===== src/rtl/fetch_guard_pkg.sv =====
package fetch_guard_pkg;

  typedef enum logic [1:0] {
    GREG_CTRL = 2'd0,
    GREG_LOW  = 2'd1,
    GREG_HIGH = 2'd2,
    GREG_STAT = 2'd3
  } greg_e;

  localparam int unsigned CTRL_EN_BIT   = 0;
  localparam int unsigned STAT_VIOL_BIT = 0;

endpackage


===== src/rtl/fg_rst_sync.sv =====
module fg_rst_sync (
  input  logic clk,
  input  logic rst_n,
  output logic rst_sync_n
);
  logic [1:0] stage_q;

  always_ff @(posedge clk or negedge rst_n) begin
    if (!rst_n) stage_q <= 2'b00;
    else        stage_q <= {stage_q[0], 1'b1};
  end

  assign rst_sync_n = stage_q[1];
endmodule


===== src/rtl/fg_range_match.sv =====
module fg_range_match #(
  parameter int unsigned AW = 32
) (
  input  logic [AW-1:0] addr,
  input  logic [AW-1:0] lo,
  input  logic [AW-1:0] hi,
  output logic          hit
);
  always_comb begin
    hit = (addr >= lo) && (addr <= hi);
  end
endmodule


===== src/rtl/fg_cfg_regs.sv =====
module fg_cfg_regs
  import fetch_guard_pkg::*;
#(
  parameter int unsigned AW = 32,
  parameter int unsigned DW = 32
) (
  input  logic          clk,
  input  logic          rst_ni,
  input  logic          reg_we,
  input  logic [1:0]    reg_addr,
  input  logic [DW-1:0] reg_wdata,
  input  logic          viol_set,
  output logic          guard_en,
  output logic [AW-1:0] rng_lo,
  output logic [AW-1:0] rng_hi,
  output logic [DW-1:0] reg_rdata
);
  logic          en_q, en_d, en_ce;
  logic [AW-1:0] lo_q, lo_d, hi_q, hi_d;
  logic          lo_ce, hi_ce;
  logic          viol_q, viol_d, viol_ce;
  logic          unused_wdata;

  assign unused_wdata = ^reg_wdata;

  always_comb begin
    en_ce   = reg_we && (reg_addr == GREG_CTRL) && reg_wdata[CTRL_EN_BIT] && !en_q;
    en_d    = 1'b1;
    lo_ce   = reg_we && (reg_addr == GREG_LOW)  && !en_q;
    lo_d    = reg_wdata[AW-1:0];
    hi_ce   = reg_we && (reg_addr == GREG_HIGH) && !en_q;
    hi_d    = reg_wdata[AW-1:0];
    viol_ce = viol_set && !viol_q;
    viol_d  = 1'b1;
  end

  always_ff @(posedge clk or negedge rst_ni) begin
    if (!rst_ni) begin
      en_q   <= 1'b0;
      lo_q   <= '0;
      hi_q   <= '0;
      viol_q <= 1'b0;
    end else begin
      if (en_ce)   en_q   <= en_d;
      if (lo_ce)   lo_q   <= lo_d;
      if (hi_ce)   hi_q   <= hi_d;
      if (viol_ce) viol_q <= viol_d;
    end
  end

  always_comb begin
    reg_rdata = '0;
    case (reg_addr)
      GREG_CTRL: reg_rdata[CTRL_EN_BIT]   = en_q;
      GREG_LOW:  reg_rdata[AW-1:0]        = lo_q;
      GREG_HIGH: reg_rdata[AW-1:0]        = hi_q;
      default:   reg_rdata[STAT_VIOL_BIT] = viol_q;
    endcase
  end

  assign guard_en = en_q;
  assign rng_lo   = lo_q;
  assign rng_hi   = hi_q;


  en_sticky_chk: assert property (@(posedge clk) disable iff (!rst_ni) en_q |=> en_q);


  bounds_locked_chk: assert property (@(posedge clk) disable iff (!rst_ni)
    en_q |=> ($stable(lo_q) && $stable(hi_q)));


  viol_sticky_chk: assert property (@(posedge clk) disable iff (!rst_ni) viol_q |=> viol_q);


  viol_capture_chk: assert property (@(posedge clk) disable iff (!rst_ni) viol_set |=> viol_q);
endmodule


===== src/rtl/fg_fetch_filter.sv =====
module fg_fetch_filter #(
  parameter int unsigned DW = 32
) (
  input  logic          clk,
  input  logic          rst_ni,
  input  logic          cpu_valid,
  input  logic          cpu_instr,
  input  logic          mem_ready,
  input  logic [DW-1:0] mem_rdata,
  input  logic          fw_hit,
  input  logic          usr_hit,
  input  logic          guard_en,
  output logic [DW-1:0] cpu_rdata,
  output logic          viol_set
);
  logic fetch_beat;
  logic block;

  always_comb begin
    fetch_beat = cpu_valid && cpu_instr && mem_ready;
    block      = cpu_instr && (fw_hit || (guard_en && usr_hit));
    cpu_rdata  = block ? '0 : mem_rdata;
    viol_set   = fetch_beat && block;
  end


  fw_block_chk: assert property (@(posedge clk) disable iff (!rst_ni)
    (cpu_valid && cpu_instr && mem_ready && fw_hit) |-> (cpu_rdata == '0));


  usr_block_chk: assert property (@(posedge clk) disable iff (!rst_ni)
    (cpu_valid && cpu_instr && mem_ready && guard_en && usr_hit) |-> (cpu_rdata == '0));


  data_pass_chk: assert property (@(posedge clk) disable iff (!rst_ni)
    (cpu_valid && !cpu_instr && mem_ready) |-> (cpu_rdata == mem_rdata));


  idle_pass_chk: assert property (@(posedge clk) disable iff (!rst_ni)
    (cpu_valid && mem_ready && !guard_en && !fw_hit) |-> (cpu_rdata == mem_rdata));
endmodule


===== src/rtl/fetch_guard.sv =====
module fetch_guard #(
  parameter int unsigned AW      = 32,
  parameter int unsigned DW      = 32,
  parameter int unsigned FW_BASE = 32'h0001_0000,
  parameter int unsigned FW_SIZE = 32'h0000_0800
) (
  input  logic          clk,
  input  logic          rst_n,
  input  logic          cpu_valid,
  input  logic          cpu_instr,
  input  logic [AW-1:0] cpu_addr,
  input  logic          mem_ready,
  input  logic [DW-1:0] mem_rdata,
  output logic [DW-1:0] cpu_rdata,
  input  logic          reg_we,
  input  logic [1:0]    reg_addr,
  input  logic [DW-1:0] reg_wdata,
  output logic [DW-1:0] reg_rdata
);
  localparam logic [AW-1:0] FW_LO = AW'(FW_BASE);
  localparam logic [AW-1:0] FW_HI = AW'(FW_BASE + FW_SIZE - 1);
  localparam int unsigned   NREG  = 2;

  logic            rst_sync_n;
  logic            guard_en, viol_set;
  logic [AW-1:0]   rng_lo, rng_hi;
  logic [AW-1:0]   bnd_lo [NREG];
  logic [AW-1:0]   bnd_hi [NREG];
  logic [NREG-1:0] hits;

  fg_rst_sync u_rst (
    .clk        (clk),
    .rst_n      (rst_n),
    .rst_sync_n (rst_sync_n)
  );

  fg_cfg_regs #(.AW(AW), .DW(DW)) u_regs (
    .clk       (clk),
    .rst_ni    (rst_sync_n),
    .reg_we    (reg_we),
    .reg_addr  (reg_addr),
    .reg_wdata (reg_wdata),
    .viol_set  (viol_set),
    .guard_en  (guard_en),
    .rng_lo    (rng_lo),
    .rng_hi    (rng_hi),
    .reg_rdata (reg_rdata)
  );

  assign bnd_lo[0] = FW_LO;
  assign bnd_hi[0] = FW_HI;
  assign bnd_lo[1] = rng_lo;
  assign bnd_hi[1] = rng_hi;

  for (genvar g = 0; g < NREG; g++) begin : g_region
    fg_range_match #(.AW(AW)) u_match (
      .addr (cpu_addr),
      .lo   (bnd_lo[g]),
      .hi   (bnd_hi[g]),
      .hit  (hits[g])
    );
  end

  fg_fetch_filter #(.DW(DW)) u_filter (
    .clk       (clk),
    .rst_ni    (rst_sync_n),
    .cpu_valid (cpu_valid),
    .cpu_instr (cpu_instr),
    .mem_ready (mem_ready),
    .mem_rdata (mem_rdata),
    .fw_hit    (hits[0]),
    .usr_hit   (hits[1]),
    .guard_en  (guard_en),
    .cpu_rdata (cpu_rdata),
    .viol_set  (viol_set)
  );


  inverted_range_chk: assert property (@(posedge clk) disable iff (!rst_sync_n)
    (rng_hi < rng_lo) |-> !hits[1]);
endmodule


===== config.mk =====
export PLATFORM = sky130hd
export DESIGN_NAME = fetch_guard
export DESIGN_NICKNAME = d
export VERILOG_FILES = /design/src/rtl/fetch_guard_pkg.sv /design/src/rtl/fg_rst_sync.sv /design/src/rtl/fg_range_match.sv /design/src/rtl/fg_cfg_regs.sv /design/src/rtl/fg_fetch_filter.sv /design/src/rtl/fetch_guard.sv
export SDC_FILE = /design/constraint.sdc
export NUM_CORES = 1
export LEC_CHECK = 0
export ABC_AREA = 1
export BUFFER_PORTS_ARGS = -buffer_cell sky130_fd_sc_hd__buf_2
export CAP_MARGIN = 20
export CELL_PAD_IN_SITES_DETAIL_PLACEMENT = 0
export CELL_PAD_IN_SITES_GLOBAL_PLACEMENT = 1
export CORE_MARGIN = 2
export CORE_UTILIZATION = 25
export CTS_BUF_LIST = sky130_fd_sc_hd__clkbuf_8 sky130_fd_sc_hd__clkbuf_16
export DETAILED_ROUTE_END_ITERATION = 16
export GPL_TIMING_DRIVEN = 0
export PLACE_DENSITY_LB_ADDON = 0.1
export RECOVER_POWER = 50
export SLEW_MARGIN = 40
export SYNTH_ARGS = -nofsm -noshare
export SYNTH_HDL_FRONTEND = slang
export SYNTH_SLANG_ARGS = --single-unit

===== constraint.sdc =====
create_clock -name clk -period 3.32 [get_ports clk]
set_input_delay 0.664 -clock clk [delete_from_list [all_inputs] [get_ports clk]]
set_output_delay 0.664 -clock clk [all_outputs]
set_load 0.01 [all_outputs]

# Word level (Yosys, flattened, before mapping)
# Index checks and enable logic that the tools add are counted.
# totals
register_bits,68
inputBits,104
# classes
magnitude_cmp,4
n_eq_ne,2
mux,3
n_reduce_logical,19
# op_table
operator,n
31-bit case mux with 2 select lines,1
"32-bit by 17-bit greater-or-equal comparator with 1-bit output, second input constant",1
32-bit greater-or-equal comparator,1
"32-bit by 17-bit less-or-equal comparator with 1-bit output, second input constant",1
32-bit less-or-equal comparator,1
32-bit two-way mux,1
1-bit logical AND,15
1-bit case mux with 3 select lines,1
"2-bit by 1-bit equality test with 1-bit output, second input constant",1
"2-bit equality test, second input constant",1
1-bit logical NOT,2
2-bit logical NOT,1
1-bit logical OR,1

# Logic depth before layout (Yosys ltp)
# Gate-level depths: netlist of the first run.
# logic_depth
depth_word,7
mapped_depth,19
mapped_depth_nobuf,18

# By module
# Synthesis of the first run repeated with hierarchy kept, for this count alone.
# unflattened
hier_cells,1048
area_unflattened_um2,7210.7
# by_module_without_submodules
mod,n_inst,cells_each,area_each_um2,seq_area_each_um2
fg_range_match,2,278,1692.9,0.0
fg_cfg_regs,1,410,3265.6,1651.6
fg_fetch_filter,1,77,498.0,0.0
fg_rst_sync,1,3,53.8,50.0
fetch_guard,1,2,7.5,0.0

# Worst setup path after synthesis of the first run
# Ideal clock, no wire load.
# synth_timing
path_kind,input port to output port
startpoint,input cpu_addr[31]
endpoint,output cpu_rdata[10]
arrival_ns,2.013
path_slack_ns,0.643
path_stages,12
path_buffers,1
cell_sequence,ha_1 > nand2_1 > nor2_2 > nand2_2 > nor4_4 > nand2_1 > nand2_1 > nand2_1 > nand2_1 > nand2_2 > buf_6 > a21boi_1
# synth_via
elab_chain_len,6
# synth_lines
element,line_no,text
"start, declared",fetch_guard.sv:11,"input logic [AW-1:0] cpu_addr,"
32-bit greater-or-equal comparator / 32-bit less-or-equal comparator (equally long branches),fg_range_match.sv:10,hit = (addr >= lo) && (addr <= hi);
1-bit logical AND,fg_range_match.sv:10,
1-bit logical AND,fg_fetch_filter.sv:21,block = cpu_instr && (fw_hit || (guard_en && usr_hit));
1-bit logical OR *,fg_fetch_filter.sv:21,
1-bit logical AND *,fg_fetch_filter.sv:21,
32-bit two-way mux *,fg_fetch_filter.sv:22,cpu_rdata = block ? '0 : mem_rdata;
"end, declared",fetch_guard.sv:14,"output logic [DW-1:0] cpu_rdata,"
# Mark *: on every way between the ends. The rest lies on a longest branch, timed or not.

# Worst setup path in the final report of the first run
# layout_timing
startpoint,input cpu_addr[15]
endpoint,output cpu_rdata[1]
# Same word-level chain as after synthesis.

==> impl_metrics.csv, run 1 <==
group,metric,value,unit
pwr,power_density,329,nW/µm²
drt,dr_total_vias,5070,
grt,grt_overflow,0,
drt,ant_nets,0,
status,status,"finished, final reports clean",
yosys,synth_seq_area_share,33.6,%
yosys,synth_area_per_cell,7.25,µm²
yosys,synth-compound-area-share,18.7,%
finish,syn_to_final_growth,30.0,%
drt,drtIter0Drc,175,
grt,grt_max_degree,41,
clocking,cts_inserted_buffers,9,
timing,maxSlewViolCount,0,
worst_setup_path,slowest_stage,"ha_1",
finish,diodes,0,
timing,fin_crit_sh,94.0,%
min_path,hp-class,"input port to asynchronous set/reset pin",
timing,max_freq,320,MHz
pwr,p_int,1.57,mW
yosys,synth-xor-area-share,0,%
pwr,switching_share,27.5,%
drt,route.detailed.wl_per_inst,15.5,µm
clocking,cts_hold_buffers,0,
placed_design,port-buffer-count,167,
timing,hold_violations,0,
placed_design,gp_congestion,0.858,
finish,fin_nets,1053,
finish,stdcell_count,1156,
yosys,synth-adder-area-share,16.8,%
drt,viasPerCell,4.39,
pwr,power.switching,0.594,mW
pwr,pwr-share-clk,45.4,%
worst_setup_path,crit_fanout,4,
worst_setup_path,crit_top_cell,"nand2_1",
yosys,muxShareOfSynthArea,0,%
clocking,clk_pin_slew_worst_paths,60,ps
finish,drive_gt1_share,22.6,%
finish,nFillCells,2259,
grt,grt.total_usage,16.8,%
floorplan,fp.dieArea,21400,µm²
timing,fin_tns_setup,0,ps
timing,rsz0062_at_grt,"no",
floorplan,die_h,146,µm
clocking,clock-sinks,68,
pwr,finalPower,2.16,mW
worst_setup_path,crit_arrival,2460,ps
floorplan,rows,52,
clocking,htreeDepth,3,
pwr,ir_drop,0.228,mV
timing,worst_slew_pin_slew,1130,ps
yosys,yosysWarnings,0,
pwr,power.share.sequential,38.7,%
worst_setup_path,critical_path.max_stage_delay,310,ps
floorplan,boundaryPins,168,
placed_design,dp_hpwl,13900,µm
worst_setup_path,path_class,"input port to output pin",
worst_setup_path,end_kind,"output pin",
clocking,cts_tree,"done",
drt,first_pass_iters,5,
worst_setup_path,path_cells,"buf_2 > ha_1 > a21o_1 > nor2_1 > nand2_1 > nor2_1 > nand2_1 > nand2_1 > a21oi_1 > nand2_1 > nand2_4 > buf_4 > a21boi_0 > buf_2",
yosys,yosys_register_bits,68,
clocking,clock_latency,340,ps
timing,fin_crit,3120,ps
floorplan,initial_core_util,25.3,%
timing,skew,5.50,ps
grt,grt_pass1_wl,28000,µm
placed_design,dp.cells,1136,
yosys,yosys.area_share.simple,19.5,%
yosys,syn-num-nets,870,
grt,grt_pass1_vias,5251,
yosys,synthDistinctLibCells,27,
clocking,cts_buffer_depth,2,
pwr,power_leakage,3.25,nW
floorplan,fp.dieW,146,µm
timing,maxSlewHeadroom,24.7,%
worst_setup_path,crit_required,2660,ps
yosys,synth_top_family_by_area,"simple AND/OR/NAND/NOR gates",
timing,final-setup-viol-count,0,
job,max_cap_viol_count,0,
floorplan,core,20000,µm²
pwr,comb_power_share,15.9,%
clocking,cts_root_buffer,"clkbuf_16",
worst_setup_path,cp-start-kind,"input port",
drt,routed_wl,17900,µm
drt,drc_errors,0,
yosys,synth_area,5060,µm²
yosys,synth_cells,698,
finish,fin_util,32.9,%
grt,antenna_found_initial,0,
==> stage by stage <==
step / setup WS [ps] / hold WS, ps / instance area, µm²
4_1_cts: 113 / 82.0 / 6560
2_1_floorplan: 643 / 331 / 5060
3_3_place_gp: 164 / 339 / 6240
5_1_grt: 4.03 / 89.5 / 6590
3_5_place_dp: 113 / 266 / 6260
6_report: 198 / 101 / 6590
==> final timing paths <==
kind                                  startpoint                to  slack, ps  cells after the start
max in group asynchronous       u_rst.stage_q[1]  u_regs.rng_lo[1]       1210                      1
worst max register to register  u_rst.stage_q[1]  u_regs.rng_lo[1]       1210                      1
worst min-delay path                       rst_n  u_rst.stage_q[1]        100                      1
worst max-delay path                cpu_addr[15]      cpu_rdata[1]        200                     14
min in group clk                u_rst.stage_q[0]  u_rst.stage_q[1]        360                      0
worst min register to register  u_rst.stage_q[0]  u_rst.stage_q[1]        360                      0
==> critical path, delay by kind of cell <==
| family | cells | cell delay [ps] |
|---|---|---|
| compound gates | 3 | 400 |
| fa+ha+maj | 1 | 310 |
| buf+inv | 3 | 440 |
| simple gates | 7 | 660 |
==> final cells by class <==
type                            count  area [µm²]  area share, %
Sequential cell                    68        1700           25.8
Tap cell                          270         338           5.13
Buffer                             29         134           2.03
Timing Repair Buffer              172         867           13.2
Clock inverter                      6        63.8          0.969
Clock buffer                       10         239           3.63
Multi-Input combinational cell    484        2800           42.6
Inverter                          117         439           6.67
==> logic make-up (layout without fill, tap and decap cells) <==
logic type / Yosys count / after routing
DFF: 68 / 68
other: 1 / 1
buffers and inverters: 146 / 334
and+or+nand+nor: 246 / 246
adders and majority gates: 68 / 68
AOI/OAI and AO/OA: 169 / 169
==> timing repair <==
item                       4_1_cts  5_1_grt
gates resized for setup          0        4
setup endpoints to repair        0       29
buffers inserted                 0        4
==> cell usage in the layout (no fill, tap or decap), drive strengths merged <==
master      n
a21boi     32
a21o        2
a21oi      61
a32oi       1
and3        1
buf       172
bufinv      1
clkbuf     39
clkinv      3
clkinvlp    2
conb        1
dfrtp      68
ha         68
inv       117
nand2     208
nand3       4
nand4       4
nor2       22
nor3        2
nor4        4
o21a        4
o21ai      69
or4         1
==> registers in the layout, summed over array words and instances, names as in the netlist <==
name,flops
u_regs.rng_lo,32
u_regs.viol_q,1
u_regs.guard_en,1
u_rst.stage_q,2
u_regs.rng_hi,32
==> power groups by stage <==
stage / Combinational (mW) / Clock [mW] / Sequential, mW
floorplan: 0.171 / 0 / 0.857
finish: 0.345 / 0.983 / 0.837
global placement: 0.331 / 0 / 0.862
global route: 0.394 / 1.04 / 0.838
detailed placement: 0.350 / 0 / 0.853
CTS: 0.352 / 1.01 / 0.838
==> per-layer routing <==
layer / routed length (µm) / GRT usage, % / share of wire (%) / up-vias
li1: - / - / - / 2589
met3: 910 / 2.50 / 5.1 / 16
met2: 8510 / 29.1 / 48 / 153
met4: 249 / 4.85 / 1.4 / 0
met5: 0 / 0 / 0 / -
met1: 8200 / 21.9 / 46 / 2312
==> cells in the mapped netlist (all sizes together) <==
library cell  number  share of area [%]
inv              117                8.7
a21boi            32                4.8
and3               1               0.12
or4                1               0.15
o21ai             69                6.8
nand4              4               0.49
nor2              22                1.7
a21oi             61                6.0
dfrtp             68                 34
nor3               2               0.20
a21o               2               0.30
nor4               4               0.79
conb               1              0.074
nand3              4               0.49
clkbuf            25                1.9
o21a               4               0.59
nand2            208                 16
buf                4               0.77
a32oi              1               0.17
ha                68                 17
Note: power is estimated with default switching activity, not from simulation.
==> run 2: changes to the inputs <==
--- a/config.mk
+++ b/config.mk
@@ -10,14 +10,15 @@
 export CAP_MARGIN = 20
 export CELL_PAD_IN_SITES_DETAIL_PLACEMENT = 0
 export CELL_PAD_IN_SITES_GLOBAL_PLACEMENT = 1
-export CORE_MARGIN = 2
 export CORE_UTILIZATION = 25
 export CTS_BUF_LIST = sky130_fd_sc_hd__clkbuf_8 sky130_fd_sc_hd__clkbuf_16
 export DETAILED_ROUTE_END_ITERATION = 16
 export GPL_TIMING_DRIVEN = 0
 export PLACE_DENSITY_LB_ADDON = 0.1
 export RECOVER_POWER = 50
+export SETUP_SLACK_MARGIN = 0.2
 export SLEW_MARGIN = 40
 export SYNTH_ARGS = -nofsm -noshare
 export SYNTH_HDL_FRONTEND = slang
 export SYNTH_SLANG_ARGS = --single-unit
+export TNS_END_PERCENT = 50
==> impl_metrics.csv, run 2 (synthesis gave the netlist of run 1 again) <==
group,metric,value,unit
status,status,"finished with violations",
status,violations,"max-capacitance violations, max-slew violations",
finish,fin_nets,1069,
timing,max_freq,323,MHz
worst_setup_path,path_class,"input port to output pin",
floorplan,rows,51,
timing,fin_crit,3100,ps
worst_setup_path,slowest_stage,"ha_1",
clocking,cts_buffer_depth,2,
grt,grt_pass1_vias,4921,
clocking,cts_tree,"done",
worst_setup_path,cp-start-kind,"input port",
worst_setup_path,reg2regPathDepth,1,
floorplan,initial_core_util,25.8,%
floorplan,core,19700,µm²
grt,grt.total_usage,17.2,%
clocking,clock_latency,340,ps
placed_design,port-buffer-count,167,
drt,first_pass_iters,4,
clocking,cts_root_buffer,"clkbuf_16",
clocking,cts_inserted_buffers,9,
grt,antenna_found_initial,0,
finish,layout_common_cells,"nand2_1 (191), buf_2 (165), inv_1 (110), o21ai_0 (67), dfrtp_1 (67)",
timing,final-setup-viol-count,0,
timing,fin_ws,220,ps
timing,rsz0062_at_grt,"yes",
min_path,hp-class,"flop to asynchronous set/reset pin",
timing,worst_slew_pin_slew,2330,ps
worst_setup_path,critical_path.max_stage_delay,320,ps
placed_design,pre_cts_slack,133,ps
grt,grt_pass1_wl,26400,µm
placed_design,dp_hpwl,13800,µm
grt,grt_overflow,0,
timing,maxSlewHeadroom,-55.0,%
floorplan,boundaryPins,168,
finish,diodes,0,
worst_setup_path,crit_top_cell,"nand2_1",
pwr,power_leakage,3.41,nW
worst_setup_path,crit_required,2660,ps
finish,drive_gt1_share,32.9,%
drt,routed_wl,18600,µm
timing,hold_violations,0,
clocking,clock-sinks,68,
finish,syn_to_final_growth,42.7,%
worst_setup_path,crit_fanout,5,
finish,layout_commonest_cell,"nand2_1",
pwr,power_density,319,nW/µm²
drt,route.detailed.wl_per_inst,16.0,µm
timing,skew,7.94,ps
drt,ant_nets,0,
placed_design,gp_congestion,0.844,
drt,drc_errors,0,
floorplan,fp.dieArea,20800,µm²
finish,nFillCells,2131,
worst_setup_path,end_kind,"output pin",
worst_setup_path,path_cells,"buf_2 > ha_1 > a21o_1 > nor2_2 > nand2_1 > nand2_1 > nand2_1 > nand2_1 > a21oi_2 > nand2_4 > nand2_8 > buf_6 > a21boi_2 > buf_2",
job,max_cap_viol_count,1,
drt,drtIter0Drc,170,
clocking,clk_pin_slew_worst_paths,60,ps
grt,grt_max_degree,40,
drt,viasPerCell,4.49,
timing,maxSlewViolCount,39,
floorplan,die_h,144,µm
drt,dr_total_vias,5238,
timing,fin_crit_sh,93.4,%
floorplan,fp.dieW,144,µm
clocking,htreeDepth,3,
timing,fin_tns_setup,0,ps
pwr,ir_drop,0.219,mV
worst_setup_path,crit_arrival,2440,ps
-- run 2: metrics by stage --
stage	instance area, µm²	instances	hold slack (ps)	power [mW]	util, %
after detailed placement	6270	1132	102	1.21	31.9
after floorplan	5060	698	331	1.03	-
after global placement	6230	1130	338	1.19	31.7
after global routing	7230	1167	86.0	2.41	36.8
after CTS	6620	1148	81.0	2.27	33.7
final	7230	1167	89.0	2.31	36.8
-- run 2: final timing paths --
kind / from / end / slack [ps]
worst max-delay path: cpu_addr[7] / cpu_rdata[19] / 220
worst min register to register: u_rst.stage_q[1] / u_regs.rng_lo[15] / 90
worst max register to register: u_rst.stage_q[1] / u_regs.rng_lo[28] / 850
max in group asynchronous: u_rst.stage_q[1] / u_regs.rng_lo[28] / 850
min in group clk: u_rst.stage_q[0] / u_rst.stage_q[1] / 350
worst min-delay path: u_rst.stage_q[1] / u_regs.rng_lo[15] / 90
-- run 2: routing by layer --
metal	wire (µm)	track usage (%)	share of wire [%]
met5	0	0	0
met4	254	5.21	1.4
met3	890	2.52	4.8
met2	9060	29.8	49
met1	8440	21.8	45
-- run 2: area by class of cell --
class | count | area, µm² | share of cell area (%)
buffer | 29 | 139 | 1.92
sequential | 68 | 1710 | 23.6
multi-input combinational | 485 | 3280 | 45.4
tap | 265 | 332 | 4.59
clock inverter | 7 | 92.6 | 1.28
clock buffer | 9 | 225 | 3.12
inverter | 117 | 439 | 6.08
timing repair buffer | 187 | 1020 | 14.1
-- run 2: power by group --
| part | total (mW) | internal [mW] | switching, mW |
|---|---|---|---|
| registers | 0.831 | 0.830 | 0.000743 |
| clock network | 1.06 | 0.655 | 0.400 |
| logic | 0.421 | 0.177 | 0.244 |
| total | 2.31 | 1.66 | 0.644 |
-- run 2: repair_timing --
action                     CTS  global route
pin swaps                    3            26
gates resized for setup      7            93
hold buffers                 0             0
gates cloned                 0             4
setup endpoints to repair   29            48
setup buffers                0            15
-- run 2: worst max-delay path: cells and delay by family --
family          cells  cell delay (ps)
fa+ha+maj           1              320
compound gates      3              360
buf+inv             3              420
simple gates        7              670
